## src/rtl/supv_seq.sv

```systemverilog
module supv_seq #(
  parameter int TICK_RELOAD  = 20000,
  parameter int EXIT_FETCHES = 1
) (
  input  logic clk,
  input  logic rst_n,
  input  logic vec_fetch,
  input  logic op_fetch,
  input  logic pid_wr,
  output logic kmode,
  output logic nmi_n
);

  localparam int CW = (TICK_RELOAD < 2) ? 1 : $clog2(TICK_RELOAD + 1);
  localparam int FW = (EXIT_FETCHES < 2) ? 1 : $clog2(EXIT_FETCHES + 1);
  localparam logic [CW-1:0] RELOAD_V = CW'(TICK_RELOAD);
  localparam logic [FW-1:0] FETCH_V  = FW'(EXIT_FETCHES);

  logic          armed;
  logic [FW-1:0] left_q;
  logic [CW-1:0] cnt_q;
  logic          step, last_step;

  assign step      = op_fetch && !armed && (left_q != '0);
  assign last_step = step && (left_q == FW'(1));

  always_ff @(posedge clk) begin
    if (!rst_n || vec_fetch) begin
      armed  <= 1'b1;
      left_q <= '0;
    end else if (pid_wr) begin
      armed  <= 1'b0;
      left_q <= FETCH_V;
    end else if (step) begin
      left_q <= left_q - FW'(1);
    end
  end

  always_ff @(posedge clk) begin
    if (!rst_n || vec_fetch) kmode <= 1'b1;
    else if (last_step)      kmode <= 1'b0;
  end

  always_ff @(posedge clk) begin
    if (!rst_n || kmode || cnt_q == '0) cnt_q <= RELOAD_V;
    else                                cnt_q <= cnt_q - CW'(1);
  end

  assign nmi_n = !(!kmode && cnt_q == '0);


  vec_sets_chk: assert property (@(posedge clk) disable iff (!rst_n)
    vec_fetch |=> (kmode && armed));


  exit_on_fetch_chk: assert property (@(posedge clk) disable iff (!rst_n)
    $fell(kmode) |-> ($past(op_fetch) && !$past(armed) && !$past(vec_fetch)));


  vec_wins_chk: assert property (@(posedge clk) disable iff (!rst_n)
    (vec_fetch && pid_wr) |=> armed);


  held_reload_chk: assert property (@(posedge clk) disable iff (!rst_n)
    $fell(kmode) |-> (cnt_q == RELOAD_V));


  one_pulse_chk: assert property (@(posedge clk) disable iff (!rst_n)
    !nmi_n |=> nmi_n);

endmodule

```

## config.mk

```make
export PLATFORM = sky130hd
export DESIGN_NAME = supv_seq
export DESIGN_NICKNAME = d
export VERILOG_FILES = /design/src/rtl/supv_seq.sv
export SDC_FILE = /design/constraint.sdc
export NUM_CORES = 1
export LEC_CHECK = 0
export BUFFER_PORTS_ARGS = -buffer_cell sky130_fd_sc_hd__buf_4
export CORE_AREA = 5 5 42 44
export CTS_BUF_LIST = sky130_fd_sc_hd__clkbuf_2 sky130_fd_sc_hd__clkbuf_4 sky130_fd_sc_hd__clkbuf_8
export CTS_CLUSTER_DIAMETER = 120
export DETAILED_ROUTE_END_ITERATION = 12
export DIE_AREA = 0 0 47 49
export GPL_TIMING_DRIVEN = 1
export PLACE_DENSITY_LB_ADDON = 0.1
export SETUP_SLACK_MARGIN = 0.05
export SLEW_MARGIN = 20
export SYNTH_ARGS = -nofsm -noshare
export SYNTH_HDL_FRONTEND = slang
export SYNTH_SLANG_ARGS = --single-unit
export TNS_END_PERCENT = 50
```

## constraint.sdc

```tcl
create_clock -name clk -period 3.18 [get_ports clk]
set_input_delay 0.636 -clock clk [delete_from_list [all_inputs] [get_ports clk]]
set_output_delay 0.636 -clock clk [all_outputs]
set_load 0.05 [all_outputs]
```

# Word-level counts from Yosys, hierarchy flattened
# Index checks and enable logic that the tools add are counted.
# op_classes
add_sub_neg	2
muxes	2
reduce_logical	13
# ops
cell	n
15-bit zero test	1
15-bit by 1-bit subtractor with 15-bit output, second input constant	1
1-bit logical AND	4
1-bit zero test	4
1-bit logical OR	3
1-bit 2-to-1 mux	2
2-bit nonzero test	1
1-bit subtractor, second input constant	1
# word_totals
ff_bits	18
inputBits	5
wordCells	21

# Logic depth before layout (Yosys ltp)
# Gate-level depths: netlist of the first run.
# depth
ltp_word	5
ltp_mapped	6

# Least setup slack after synthesis of the first run
# Ideal clock, no wire load.
# synth_path
kind	reg-to-output
from	reg cnt_q[0]
to	out nmi_n
arrival_time_ps	1733
required_ps	2544
path_slack_ps	811
stages_incl_launch_ff	6
path_cell_list	dfxtp_1 inv_1 ha_1 nor3b_2 nand2_2 or4_1
# synth_between
elab_chain_cells	3
# synth_lines
element	line	text
start: declaration	21	logic [CW-1:0] cnt_q;
start signal: assignment	46	else cnt_q <= cnt_q - CW'(1);
15-bit zero test	49	assign nmi_n = !(!kmode && cnt_q == '0);
1-bit logical AND	49	
1-bit zero test	49	
end: declaration	11	output logic nmi_n
# No other way between the ends.

# Worst setup path after layout of the first run
# Same ends and word-level chain as after synthesis.

==> reports/qor.csv, run 1 <==
metric,value,unit
Initial Util,55.0,%
post-CTS sizing,0,
Setup CP Type,flop to output port,
Worst-Skew Late Latency,0.29,ns
detailed placement HPWL,959,um
Slew HR,59.3,%
Worst Path Max Fanout,6,
outcome,finished clean,
post-synthesis cell type count,25,
Inst Count DP,104,
I/O pin count,7,
R2R depth,6,
WL/cell,12.1,um
"Seq/Total Area, Yosys",46.8,%
port buffer count,6,
Routed Antenna Nets,0,
smallest hold slack,0.485,ns
clock slew at reported path FFs,0.10,ns
post-route setup TNS,0,ns
GRT Resource Usage Total,13.7,%
CP required,2.54,ns
Post-Synthesis Cell Area,771,um^2
RSZ-0062 raised after global routing,no,
GRT overflow,0,
Die Span X,47,um
CTS tree,yes,
setup bufs post-CTS,0,
Layout area overhead,11.4,%
GP Congestion,0.715,
Yosys Warn Count,0,
Power Density,405,nW/um^2
antenna cells,0,
Fmax,367,MHz
slew at the pin closest to its max-slew limit,0.606,ns
largest net degree at the start of global routing,11,
CTS Buffer Depth,2,
Avg Inst Size Synth,9.40,um^2
first-pass GRT wire length,2.28,mm
DRT iter0 DRCs,8,
"Slew Viols, Final",0,
fillers,135,
Die H,49,um
hold-critical path depth,1,
Worst Setup End Kind,output port,
Final Setup Violations,0,
Cells after Synth,82,
Vias per Instance,5.51,
DRC viols,0,
Max IR drop VDD,0.000253,V
initial antenna violation count,0,
Core ar.,1400,um^2
die area,2300,um^2
# rows,14,
total CTS buffers,3,
#FFs+latches synth,18,
area of the multi-input gates,395,um^2
"Hold Vio Cnt, Final",0,
Non-Filler Instances,107,
leakage power,0.306,nW
syn_nets,88,
max-cap violations,0,
crit path launch type,flop,
Final period util,85.7,%
Clock Tree Root,clkbuf_4,
skew final,0.00226,ns
layout net count,99,
layout cell share with drive strength beyond 1,16.5,%
DR vias,590,
cts hold-fix bufs,0,
vias in the first global route,557,
CTS sink cnt,18,
CP arrival,2.09,ns
final WL,1.29,mm
"Min Clock Period, post-route",2.73,ns
HP Class,flop to flop,
drt pass-1 iters,4,
htree depth,1,
register area,360,um^2
registers in the layout, summed over array words and instances (netlist names):
signal	flops
cnt_q	15
armed	1
kmode	1
left_q	1
metrics by stage:
step	total power, W	setup slack, ns	cell area, um^2	utilization [%]
global route	0.000365	0.276	858	61.3
global placement	0.000241	0.805	836	59.6
CTS	0.000352	0.431	858	61.3
finish	0.000348	0.455	858	61.3
floorplan	0.000236	0.811	771	-
detailed placement	0.000241	0.765	836	59.6
cell usage in the layout (no fill, tap or decap):
cell type / n
dfxtp_1: 18
nor2_1: 11
nand2_1: 9
xor2_1: 6
buf_4: 6
inv_1: 4
nand3_1: 4
xnor2_1: 4
nor2b_1: 3
a21oi_1: 3
o21ai_0: 3
clkbuf_4: 3
nor3_1: 2
nor4_1: 2
nor3b_2: 1
nor4_4: 1
nand2_2: 1
or4_1: 1
o31ai_4: 1
nand4b_1: 1
o31a_2: 1
or4_4: 1
nor3b_1: 1
o41ai_1: 1
o31ai_1: 1
or3_1: 1
ha_1: 1
per-layer routing:
metal / up-vias / global-route usage [%] / wire [um]
met4: 0 / 11.1 / 49
li1: 300 / - / -
met2: 8 / 19.0 / 594
met3: 5 / 2.21 / 25
met1: 277 / 17.9 / 625
met5: - / 0 / 0
final timing paths:
| check | startpoint | to | slack (ns) |
|---|---|---|---|
| worst max-delay path | cnt_q[0] | nmi_n | 0.45 |
| worst min-delay path | cnt_q[0] | cnt_q[0] | 0.49 |
| worst max register to register | cnt_q[0] | cnt_q[8] | 1.36 |
| worst min register to register | cnt_q[0] | cnt_q[0] | 0.49 |
synthesized netlist by cell type, drive strengths merged:
cell type / number / share of area (%)
xnor2: 4 / 4.5
or4: 2 / 2.4
inv: 4 / 1.9
ha: 1 / 1.6
a21oi: 3 / 1.9
dfxtp: 18 / 47
nand2: 10 / 5.2
nor4: 3 / 4.4
o41ai: 1 / 1.1
nand4b: 1 / 1.1
nor2: 11 / 5.4
o21ai: 3 / 1.9
or3: 1 / 0.81
nor2b: 3 / 2.4
nor3: 2 / 1.3
o31a: 1 / 1.3
nand3: 4 / 2.6
xor2: 6 / 6.8
nor3b: 2 / 2.6
o31ai: 2 / 3.7
worst max-delay path, stage by stage (launching register included):
cell and delay [ns]:
dfxtp_1 0.35, inv_1 0.06, ha_1 0.17, nor3b_2 0.35, nand2_2 0.17, or4_1 0.49
buf_4 0.20
power breakdown:
part	total [W]	switching [W]	internal, W
combinational	0.00000850	0.00000327	0.00000523
clock	0.000112	0.0000677	0.0000441
sequential	0.000227	0.000000681	0.000227
total	0.000348	0.0000716	0.000276
logic make-up (layout without fill, tap and decap cells):
group	Yosys count	count (layout)	synth area share (%)
buf+inv	4	13	1.95
compound gates	10	10	10.1
flops	18	18	46.8
xor+xnor	10	10	11.4
fa+ha+maj	1	1	1.62
simple gates	39	39	28.2
layout make-up:
| class | instances | area share, % |
|---|---|---|
| tap | 16 | 2.33 |
| timing repair buffer | 6 | 5.25 |
| clock buffer | 3 | 2.62 |
| inverter | 4 | 1.75 |
| sequential | 18 | 42.0 |
| multi-input combinational | 60 | 46.1 |
Power figures use the tool's default switching activity.
==> run 2, diff against run 1 <==
- ABC_AREA: not set -> 1
- CAP_MARGIN: not set -> 30
- CORE_AREA: 5 5 42 44 -> not set
- CORE_MARGIN: not set -> 5
- CORE_UTILIZATION: not set -> 61
- DIE_AREA: 0 0 47 49 -> not set
==> run 2 against run 1 <==
Effect of this change: total power up 7.9%; area after synthesis up 19%; die area up 3.2%; largest power group unchanged; design area up 19%; critical path depth up 2.
==> reports/qor.csv, run 2 <==
metric,value,unit,change
outcome,finished clean,,
vias in the first global route,703,,+26%
Die H,48.8,um,-0.51%
GRT Resource Usage Total,14.7,%,+1.0 points
clock slew at reported path FFs,0.10,ns,about the same
Largest Register,cnt_q,,
Max IR drop VDD,0.000280,V,+10%
initial antenna violation count,0,,unchanged
Initial Util,62.2,%,+7.2 points
"top cells by count, synth","25 x nand2_1, 18 x dfxtp_1, 15 x nor2_2",,
"Hold Vio Cnt, Final",0,,unchanged
cts hold-fix bufs,0,,unchanged
RSZ-0062 raised after global routing,no,,
#FFs+latches synth,18,,unchanged
CTS Buffer Depth,2,,unchanged
Hold Crit Start,cnt_q[14],,
setup bufs post-CTS,0,,unchanged
fillers,136,,+0.74%
Worst Setup SP,cnt_q[0],,
Cells after Synth,118,,+44%
Yosys top cell by area,dfxtp_1,,
syn_nets,124,,+41%
skew final,0.00411,ns,+0.00185 ns
die area,2380,um^2,+3.2%
"Slew Viols, Final",0,,unchanged
CP cell instances,inv_2 > ha_1 > nand3_4 > nor2_8 > nand2_2 > nor2_1 > nand2_1 > buf_4,,
htree depth,1,,unchanged
Worst-Skew Late Latency,0.28,ns,about the same
antenna cells,0,,unchanged
ys async rst share,0,%,unchanged
Setup CP Type,flop to output port,,
Largest register FFs,15,,unchanged
most frequent cells in the layout,"25 x nand2_1, 18 x dfxtp_1, 15 x nor2_2",,
Vias per Instance,4.93,,-11%
post-route setup TNS,0,ns,unchanged
largest cells by area after synthesis,"dfxtp_1 39%, nand2_1 10%, nor2_2 10%, inv_1 5.3%, nor2_1 4.9%",,
DRT iter0 DRCs,11,,+3
HP Class,flop to flop,,
post-CTS sizing,0,,unchanged
"Min Clock Period, post-route",2.31,ns,-0.411 ns
Fmax,432,MHz,+18%
CP max-delay cell,dfxtp_1,,
Routed Antenna Nets,0,,unchanged
Crit path max-delay family,simple AND/OR/NAND/NOR gates,,
post-synthesis cell type count,22,,-12%
final WL,1.49,mm,+15%
worst reg2reg setup slack,1.77,ns,+0.41 ns
DRC viols,0,,unchanged
Final period util,72.8,%,-13 points
Post-Synthesis Cell Area,916,um^2,+19%
GP Congestion,0.775,,+8.4%
Synth top area share,39.3,%,-7.4 points
Core ar.,1470,um^2,+5.0%
WL/cell,10.4,um,-14%
GRT overflow,0,,unchanged
first-pass GRT wire length,2.84,mm,+25%
layout cell share with drive strength beyond 1,30.5,%,+14 points
Synth Flop Type,dfxtp_1,,
"most common cell after layout, fill and taps aside",nand2_1,,
# rows,14,,unchanged
Power Density,369,nW/um^2,-9.0%
number of synthesized flops with an enable pin,0,,unchanged
reg-to-reg startpoint,cnt_q[0],,
Final Setup Violations,0,,unchanged
total CTS buffers,3,,unchanged
slew at the pin closest to its max-slew limit,0.257,ns,-0.349 ns
top-count cell post-synth,nand2_1,,
Worst Path Max Fanout,8,,+2
CTS tree,yes,,
detailed placement HPWL,1.19,mm,+25%
Clock Tree Root,clkbuf_4,,
leakage power,0.450,nW,+47%
drt pass-1 iters,4,,unchanged
layout net count,135,,+36%
max-cap violations,0,,unchanged
CP arrival,1.68,ns,-0.41 ns
Slew HR,82.9,%,+24 points
Worst Setup End Kind,output port,,
Avg Inst Size Synth,7.76,um^2,-17%
CP required,2.54,ns,about the same
Die Span X,48.8,um,+3.7%
Layout area overhead,11.1,%,
port buffer count,6,,unchanged
crit path launch type,flop,,
Setup WS pre-CTS,1.17,ns,+0.408 ns
final worst slack,0.865,ns,+0.411 ns
I/O pin count,7,,unchanged
Pwr Total,0.000375,W,+7.9%
"slowest stage delay, CP",0.36,ns,-0.13 ns
Yosys Warn Count,0,,unchanged
"Seq/Total Area, Yosys",39.3,%,-7.4 points
largest net degree at the start of global routing,11,,unchanged
DR vias,710,,+20%
WP buf/inv,2,,unchanged
CTS sink cnt,18,,unchanged
run 2: kinds of logic after synthesis:
kind of cell | count (synthesis) | synth area share (%)
xor gates and xnor gates | 6 | 5.74
and+or+nand+nor | 73 | 44.0
adders and majority gates | 1 | 1.37
AOI/OAI and AO/OA | 4 | 3.00
DFF | 18 | 39.3
buffers and inverters | 16 | 6.56
run 2: power by group:
group / switching, W / internal, W
registers: 0.000000646 / 0.000227
clock network: 0.0000691 / 0.0000696
logic: 0.00000409 / 0.00000489
total: 0.0000739 / 0.000301
run 2: area by class of cell:
type	count	area (um^2)	share of cell area (%)
Tap cell	16	20.0	1.97
Sequential cell	18	360	35.4
Timing Repair Buffer	6	45.0	4.43
Clock buffer	4	36.3	3.57
Multi-Input combinational cell	84	495	48.7
Inverter	16	60.1	5.90
run 2: final timing paths:
path / end / cells past startpoint
worst min register to register: cnt_q[14] / 2
worst min-delay path: cnt_q[14] / 2
worst max-delay path: nmi_n / 8
worst max register to register: cnt_q[9] / 6
run 2: worst register-to-register path: cells and delay by family, from the launching register on:
family	cells	cell delay, ns
AOI/OAI and AO/OA	1	0.25
adders and majority gates	1	0.26
DFF	1	0.40
and+or+nand+nor	3	0.32
buffers and inverters	1	0.06
run 2: metal layers:
| metal | GRT usage (%) | part of all wire (%) |
|---|---|---|
| met1 | 19.1 | 48 |
| met2 | 24.1 | 49 |
| met3 | 2.76 | 2.7 |
| met4 | 5.38 | 0.67 |
| met5 | 0 | 0 |
run 2: stage by stage:
| stage | std cells | instance area, um^2 | hold slack, ns | utilization (%) |
|---|---|---|---|---|
| after floorplan | 118 | 916 | 0.419 | - |
| after global placement | 140 | 981 | 0.432 | 66.7 |
| after detailed placement | 140 | 981 | 0.452 | 66.7 |
| after CTS | 144 | 1020 | 0.468 | 69.1 |
| after global routing | 144 | 1020 | 0.490 | 69.1 |
| final | 144 | 1020 | 0.464 | 69.1 |
